===== src/rtl/i2c_tgt_pkg.sv =====
package i2c_tgt_pkg;

  typedef enum logic [2:0] {
    ST_IDLE,
    ST_ADDR,
    ST_AACK,
    ST_TX,
    ST_TXACK,
    ST_RX,
    ST_RXACK,
    ST_WAIT
  } tgt_state_e;

  typedef struct packed {
    logic start;
    logic stop;
    logic rise;
    logic fall;
    logic scl;
    logic sda;
  } bus_ev_t;

endpackage


===== src/rtl/i2c_tgt_sync.sv =====
module i2c_tgt_sync #(
  parameter int STAGES = 2,
  parameter int WIDTH  = 2
) (
  input  logic             clk,
  input  logic             rst_n,
  input  logic [WIDTH-1:0] d,
  output logic [WIDTH-1:0] q
);

  for (genvar i = 0; i < WIDTH; i++) begin : g_bit
    logic [STAGES-1:0] ff;
    always_ff @(posedge clk or negedge rst_n) begin
      if (!rst_n) ff <= '1;
      else        ff <= {ff[STAGES-2:0], d[i]};
    end
    assign q[i] = ff[STAGES-1];
  end

endmodule


===== src/rtl/i2c_tgt_cond.sv =====
module i2c_tgt_cond
  import i2c_tgt_pkg::*;
(
  input  logic    clk,
  input  logic    rst_n,
  input  logic    scl_s,
  input  logic    sda_s,
  output bus_ev_t ev
);

  logic scl_p, sda_p;

  always_ff @(posedge clk or negedge rst_n) begin
    if (!rst_n) begin
      scl_p <= 1'b1;
      sda_p <= 1'b1;
    end else begin
      scl_p <= scl_s;
      sda_p <= sda_s;
    end
  end

  always_comb begin
    ev.scl   = scl_s;
    ev.sda   = sda_s;
    ev.rise  = scl_s & ~scl_p;
    ev.fall  = ~scl_s & scl_p;
    ev.start = scl_s & scl_p & sda_p & ~sda_s;
    ev.stop  = scl_s & scl_p & ~sda_p & sda_s;
  end

endmodule


===== src/rtl/i2c_tgt_hold.sv =====
module i2c_tgt_hold #(
  parameter int DW = 8
) (
  input  logic          clk,
  input  logic          rst_n,
  input  logic [DW-1:0] tx_data,
  input  logic          tx_valid,
  output logic          tx_ready,
  input  logic          tx_ld,
  input  logic          tx_acked,
  output logic [DW-1:0] hold_q,
  input  logic          rx_push,
  input  logic [DW-1:0] rx_byte,
  output logic          rx_take,
  input  logic          rx_ready,
  output logic          rx_valid,
  output logic [DW-1:0] rx_data,
  input  logic          flag_clr,
  output logic          overrun
);

  logic rx_full;

  assign rx_full = rx_valid & ~rx_ready;
  assign rx_take = rx_push & ~rx_full;

  // transmit side: single holding register plus ready flag
  always_ff @(posedge clk or negedge rst_n) begin
    if (!rst_n) begin
      tx_ready <= 1'b1;
      hold_q   <= '0;
    end else begin
      if (tx_valid && tx_ready) hold_q <= tx_data;
      if (tx_ld)                tx_ready <= 1'b0;
      else if (tx_acked)        tx_ready <= 1'b1;
    end
  end

  // receive side: single holding register, drop on full
  always_ff @(posedge clk or negedge rst_n) begin
    if (!rst_n) begin
      rx_valid <= 1'b0;
      rx_data  <= '0;
      overrun  <= 1'b0;
    end else begin
      if (rx_take) begin
        rx_valid <= 1'b1;
        rx_data  <= rx_byte;
      end else if (rx_ready) begin
        rx_valid <= 1'b0;
      end
      if (rx_push && !rx_take) overrun <= 1'b1;
      else if (flag_clr)       overrun <= 1'b0;
    end
  end

endmodule


===== src/rtl/i2c_tgt_fsm.sv =====
module i2c_tgt_fsm
  import i2c_tgt_pkg::*;
#(
  parameter int DW = 8
) (
  input  logic          clk,
  input  logic          rst_n,
  input  bus_ev_t       ev,
  input  logic [DW-2:0] own_addr,
  input  logic [DW-1:0] hold_q,
  input  logic          rx_take,
  input  logic          flag_clr,
  output logic          sda_oe,
  output logic          acc_active,
  output logic          acc_read,
  output logic          end_of_access,
  output logic          tx_ld,
  output logic          tx_acked,
  output logic          rx_push,
  output logic [DW-1:0] rx_byte
);

  localparam int CW = $clog2(DW + 1);
  localparam logic [CW-1:0] LAST = CW'(DW - 1);
  localparam logic [CW-1:0] FULL = CW'(DW);

  tgt_state_e    state;
  logic [CW-1:0] cnt;
  logic [DW-1:0] sh;
  logic          hit, mack, rx_ok, act_q;
  logic          addr_eq;

  assign addr_eq = (sh[DW-2:0] == own_addr);
  assign rx_byte = sh;

  always_ff @(posedge clk or negedge rst_n) begin
    if (!rst_n) begin
      state      <= ST_IDLE;
      cnt        <= '0;
      sh         <= '0;
      hit        <= 1'b0;
      mack       <= 1'b0;
      sda_oe     <= 1'b0;
      acc_active <= 1'b0;
      acc_read   <= 1'b0;
      tx_ld      <= 1'b0;
      tx_acked   <= 1'b0;
      rx_push    <= 1'b0;
    end else begin
      tx_ld    <= 1'b0;
      tx_acked <= 1'b0;
      rx_push  <= 1'b0;
      if (ev.stop) begin
        state      <= ST_IDLE;
        sda_oe     <= 1'b0;
        acc_active <= 1'b0;
      end else if (ev.start) begin
        state  <= ST_ADDR;
        cnt    <= '0;
        sda_oe <= 1'b0;
      end else begin
        unique case (state)
          ST_ADDR: begin
            if (ev.rise && cnt < FULL) begin
              sh  <= {sh[DW-2:0], ev.sda};
              cnt <= cnt + 1'b1;
              if (cnt == LAST) begin
                hit        <= addr_eq;
                acc_active <= addr_eq;
                if (addr_eq) acc_read <= ev.sda;
              end
            end else if (ev.fall && cnt == FULL) begin
              if (hit) begin
                sda_oe <= 1'b1;
                state  <= ST_AACK;
              end else begin
                state <= ST_WAIT;
              end
            end
          end
          ST_AACK: begin
            if (ev.fall) begin
              cnt <= '0;
              if (acc_read) begin
                sh     <= hold_q;
                sda_oe <= ~hold_q[DW-1];
                tx_ld  <= 1'b1;
                state  <= ST_TX;
              end else begin
                sda_oe <= 1'b0;
                state  <= ST_RX;
              end
            end
          end
          ST_TX: begin
            if (ev.rise) begin
              cnt <= cnt + 1'b1;
            end else if (ev.fall) begin
              if (cnt == FULL) begin
                sda_oe <= 1'b0;
                state  <= ST_TXACK;
              end else begin
                sh     <= {sh[DW-2:0], 1'b0};
                sda_oe <= ~sh[DW-2];
              end
            end
          end
          ST_TXACK: begin
            if (ev.rise) begin
              mack     <= ~ev.sda;
              tx_acked <= 1'b1;
            end else if (ev.fall) begin
              cnt <= '0;
              if (mack) begin
                sh     <= hold_q;
                sda_oe <= ~hold_q[DW-1];
                tx_ld  <= 1'b1;
                state  <= ST_TX;
              end else begin
                sda_oe <= 1'b0;
                state  <= ST_WAIT;
              end
            end
          end
          ST_RX: begin
            if (ev.rise && cnt < FULL) begin
              sh  <= {sh[DW-2:0], ev.sda};
              cnt <= cnt + 1'b1;
              if (cnt == LAST) rx_push <= 1'b1;
            end else if (ev.fall && cnt == FULL) begin
              sda_oe <= rx_ok;
              state  <= ST_RXACK;
            end
          end
          ST_RXACK: begin
            if (ev.fall) begin
              sda_oe <= 1'b0;
              cnt    <= '0;
              state  <= ST_RX;
            end
          end
          default: ;
        endcase
      end
    end
  end

  // acceptance of the last received byte decides the acknowledge
  always_ff @(posedge clk or negedge rst_n) begin
    if (!rst_n)       rx_ok <= 1'b0;
    else if (rx_push) rx_ok <= rx_take;
  end

  always_ff @(posedge clk or negedge rst_n) begin
    if (!rst_n) begin
      act_q         <= 1'b0;
      end_of_access <= 1'b0;
    end else begin
      act_q <= acc_active;
      if (act_q && !acc_active) end_of_access <= 1'b1;
      else if (flag_clr)        end_of_access <= 1'b0;
    end
  end

endmodule


===== src/rtl/i2c_target.sv =====
module i2c_target
  import i2c_tgt_pkg::*;
#(
  parameter int DW          = 8,
  parameter int SYNC_STAGES = 2
) (
  input  logic          clk,
  input  logic          rst_n,
  input  logic [DW-2:0] own_addr,
  input  logic          scl_in,
  input  logic          sda_in,
  output logic          sda_oe,
  input  logic [DW-1:0] tx_data,
  input  logic          tx_valid,
  output logic          tx_ready,
  output logic [DW-1:0] rx_data,
  output logic          rx_valid,
  input  logic          rx_ready,
  output logic          acc_active,
  output logic          acc_read,
  output logic          end_of_access,
  output logic          overrun,
  input  logic          flag_clr
);

  logic [1:0]    pins_s;
  bus_ev_t       ev;
  logic          scl_s, stop_seen;
  logic [DW-1:0] hold_q, rx_byte;
  logic          tx_ld, tx_acked, rx_push, rx_take;

  i2c_tgt_sync #(.STAGES(SYNC_STAGES), .WIDTH(2)) u_sync (
    .clk(clk), .rst_n(rst_n), .d({scl_in, sda_in}), .q(pins_s)
  );

  i2c_tgt_cond u_cond (
    .clk(clk), .rst_n(rst_n), .scl_s(pins_s[1]), .sda_s(pins_s[0]), .ev(ev)
  );

  assign scl_s     = ev.scl;
  assign stop_seen = ev.stop;

  i2c_tgt_fsm #(.DW(DW)) u_fsm (
    .clk(clk), .rst_n(rst_n), .ev(ev), .own_addr(own_addr),
    .hold_q(hold_q), .rx_take(rx_take), .flag_clr(flag_clr),
    .sda_oe(sda_oe), .acc_active(acc_active), .acc_read(acc_read),
    .end_of_access(end_of_access), .tx_ld(tx_ld), .tx_acked(tx_acked),
    .rx_push(rx_push), .rx_byte(rx_byte)
  );

  i2c_tgt_hold #(.DW(DW)) u_hold (
    .clk(clk), .rst_n(rst_n), .tx_data(tx_data), .tx_valid(tx_valid),
    .tx_ready(tx_ready), .tx_ld(tx_ld), .tx_acked(tx_acked), .hold_q(hold_q),
    .rx_push(rx_push), .rx_byte(rx_byte), .rx_take(rx_take),
    .rx_ready(rx_ready), .rx_valid(rx_valid), .rx_data(rx_data),
    .flag_clr(flag_clr), .overrun(overrun)
  );

endmodule


===== config.mk =====
export PLATFORM = sky130hd
export DESIGN_NAME = i2c_target
export DESIGN_NICKNAME = d
export VERILOG_FILES = /design/src/rtl/i2c_tgt_pkg.sv /design/src/rtl/i2c_tgt_sync.sv /design/src/rtl/i2c_tgt_cond.sv /design/src/rtl/i2c_tgt_hold.sv /design/src/rtl/i2c_tgt_fsm.sv /design/src/rtl/i2c_target.sv
export SDC_FILE = /design/constraint.sdc
export NUM_CORES = 1
export LEC_CHECK = 0
export CAP_MARGIN = 5
export CORE_ASPECT_RATIO = 0.6
export CORE_UTILIZATION = 44
export DETAILED_ROUTE_END_ITERATION = 12
export HOLD_SLACK_MARGIN = 0.08
export PLACE_DENSITY = 0.7
export SYNTH_ARGS = -nofsm -noshare
export SYNTH_HDL_FRONTEND = slang
export SYNTH_SLANG_ARGS = --single-unit
export TNS_END_PERCENT = 5

===== constraint.sdc =====
create_clock -name clk -period 2.1 [get_ports clk]
set_input_delay 0.42 -clock clk [delete_from_list [all_inputs] [get_ports clk]]
set_output_delay 0.42 -clock clk [all_outputs]
set_load 0.02 [all_outputs]

==> results.md <==
- Status: complete, but fails checks
- Failing checks: DRC
- CTS tree: done
- Final Cell Area: 3120 sq um
- Leak pwr: 1.35 nW
- HPWL after DPL: approximately 4000 microns
- # port buffers: 36
- DR vias: 1873
- Top FF cell, synth: dfrtp_1
- Core Rows: 20
- Synth top area cells: dfrtp_1, mux2_2, dfstp_2, mux2i_1, nand2b_1
- Largest net degree at the start of global routing: 52
- CTS clk-pin slew, worst paths: 0.09 ns
- Non-filler instance count after layout: approximately 340
- Worst slew pin tran: 0.341 ns
- Syn Area/Cell: approximately 11 sq um
- Fillers: 463
- Seq cells post-synth: 51
- Slowest cell on crit path: or4_4
- Synth Warn #: 0
- Relative slew slack: between 70 and 80%
- Synth async-reset ratio: 100%
- Remaining DRCs: 2
- RSZ-0062 raised after global routing: true
- Number of global-route vias before repair: 1744
- Period minus WS final: 2.05 ns
- Synthesized instance count: roughly 230
- Crit-path cells: ha_2 > nand4b_1 > or4_4 > nor4_4 > and3_4 > mux2_4
- H-Tree Depth: 2
- Sink Count: 51
- Drt first pass iters: 8
- Chip height: 59.8 microns
- Worst hold path type: input port to async pin
- Power Density: 1150 nW/um^2
- Max Cap Viol: 0
- Dpl cells: 333
- CTS Buf Count: 5
- Global-route wire length before repair: 8960 microns
- Share of layout cells above drive strength 1: 19.8%
- Die X: 98.3 microns
- Placed inst area: 2970 sq um
- Critical path class: register to register
- Peak supply drop: 0.000544 V
- GPL Wtd Cong: between 0.8 and 0.9
- Fin worst setup slack: 0.0451 ns
- Final ANT Viol Nets: 0
- Fmax: ~0.5 GHz
- EDFF count, synth: 0
- Yosys cell types: 41
- Startpoint class of the critical path: register
- Worst Path Arrival: 2.24 ns
- Vias per std cell: 5.44
- Final slew viol count: 0
- Final core occ: 59.9%
- Diodes inserted: 0
- Root buf cell: clkbuf_8
- # nets final: ~300
- Yosys top cell area share: 45.0%
- Area leader, netlist: dfrtp_1
- DP Worst Slack: -0.0234 ns
- Max incr delay on CP: 0.59 ns
- DRT iter0 DRCs: 168
- Final setup violation count: 0
- WL per Instance: 15.8 microns
- Clk_lat worst skew: ~0.30 ns
- Clock Tree Buf Depth: 2
- Syn nets: ~250
- Register area share after synthesis: between 50% and 60%
- Die area: 5870 sq um
- Crit-path max FO: 3
- Core area: 5200 sq um
- Gr usage total: 20.4%
- Synth Cell Area: 2450 sq um
- R2R setup slack: around 0.045 ns
- Most frequent cells in the layout: dfrtp_1, clkdlybuf4s50_1, mux2_2, buf_4, a21oi_1
- Commonest non-fill, non-tap cell in the layout: dfrtp_1
- DRT Wirelength: 5430 microns
- Cell family with most CP delay: simple AND/OR/NAND/NOR gates
- Num ports: 37
- CP bufs+invs: 0
- Synth-to-Final Area Change: 27.5%
- Crit. End Element: register
- Initial antenna violation count: 0
- Final hold violations: 0
- Fin crit share: between 90 and 100%
- Worst EP required: about 2.3 ns
- Initial Util: 47.0%
- Clk_skew: 0.0114 ns
- Fin Hold WS: 0.0934 ns
- Overflow after GRT: 0
[state kept, by name, indices dropped and copies added (netlist names)]
register,count
u_hold.hold_q,8
u_fsm.sda_oe,1
u_hold.rx_data,8
u_fsm.tx_acked,1
u_cond.sda_p,1
u_hold.overrun,1
u_fsm.tx_ld,1
u_fsm.rx_byte,8
u_hold.tx_ready,1
u_fsm.state,3
u_fsm.end_of_access,1
u_fsm.cnt,4
u_sync.g_bit.ff,4
u_fsm.rx_ok,1
u_hold.rx_valid,1
u_fsm.rx_push,1
u_fsm.act_q,1
u_fsm.hit,1
u_fsm.acc_active,1
u_fsm.acc_read,1
u_fsm.mack,1
u_cond.scl_p,1
[metrics by stage]
step | total power [mW] | TNS (ns)
final | 3.58 | 0
after CTS | 3.57 | -0.00713
after detailed placement | 2.89 | -0.0234
after floorplan | 2.41 | 0
after global routing | 3.83 | -0.0208
after global placement | 2.85 | 0
[cells in the mapped netlist (4+ instances only)]
cell / n
dfrtp_1: 44
mux2_2: 17
a21oi_1: 15
nand2b_1: 14
nand2_1: 13
nor2_1: 11
inv_1: 10
mux2i_1: 10
a31oi_1: 8
o21ai_0: 8
dfstp_2: 7
o22ai_1: 6
nand3b_1: 5
xnor2_1: 5
buf_2: 4
nand3_1: 4
nor3_1: 4
[cells by family (layout without fill, tap and decap cells)]
| group | count (synthesis) | after routing | synth area share (%) |
|---|---|---|---|
| AOI/OAI and AO/OA | 53 | 53 | 13.4 |
| xor gates and xnor gates | 7 | 7 | 2.51 |
| adders and majority gates | 2 | 2 | 1.02 |
| buffers and inverters | 18 | 71 | 2.97 |
| DFF | 51 | 51 | 52.5 |
| muxes | 28 | 28 | 12.4 |
| and+or+nand+nor | 66 | 66 | 15.2 |
[area by class of cell]
class | count | area [sq um] | share of cell area, %
Clock buffer | 6 | 72.6 | 2.33
Clock inverter | 1 | 30.0 | 0.963
Inverter | 10 | 37.5 | 1.20
Multi-Input combinational cell | 156 | 1110 | 35.5
Sequential cell | 51 | 1280 | 41.2
Tap cell | 66 | 82.6 | 2.65
Timing Repair Buffer | 54 | 503 | 16.1
[per-layer routing]
| layer | vias to the layer above | routed length, microns | GRT usage, % |
|---|---|---|---|
| met1 | 896 | 2880 | 32.7 |
| met3 | 8 | 383 | 5.15 |
| li1 | 911 | - | - |
| met2 | 58 | 2130 | 26.4 |
| met4 | 0 | 40 | 5.33 |
| met5 | - | 0 | 0 |
[timing repair]
item	in CTS	in global routing
hold buffers	0	0
pin swaps	0	4
gates cloned	0	0
buffers inserted	2	2
setup endpoints to repair	1	2
gates resized for setup	1	3
[path summary, 6_finish.rpt]
kind / depth (start not counted) / endpoint / startpoint
hold / removal: 2 / u_hold.hold_q[7] / rst_n
max in group asynchronous: 2 / u_cond.scl_p / rst_n
hold reg to reg: 0 / u_sync.g_bit[1].ff[1] / u_sync.g_bit[1].ff[0]
setup / recovery: 6 / u_fsm.acc_read / u_fsm.cnt[1]
setup reg to reg: 6 / u_fsm.acc_read / u_fsm.cnt[1]
min in group clk: 0 / u_sync.g_bit[1].ff[1] / u_sync.g_bit[1].ff[0]
[report_power, final]
group / switching (mW) / leakage [nW] / internal, mW
sequential: 0.210 / 0.632 / 1.23
clock: 0.305 / 0.0513 / 0.350
combinational: 0.799 / 0.664 / 0.691
total: 1.31 / 1.35 / 2.27
No activity file was read; power rests on OpenSTA's default activity.
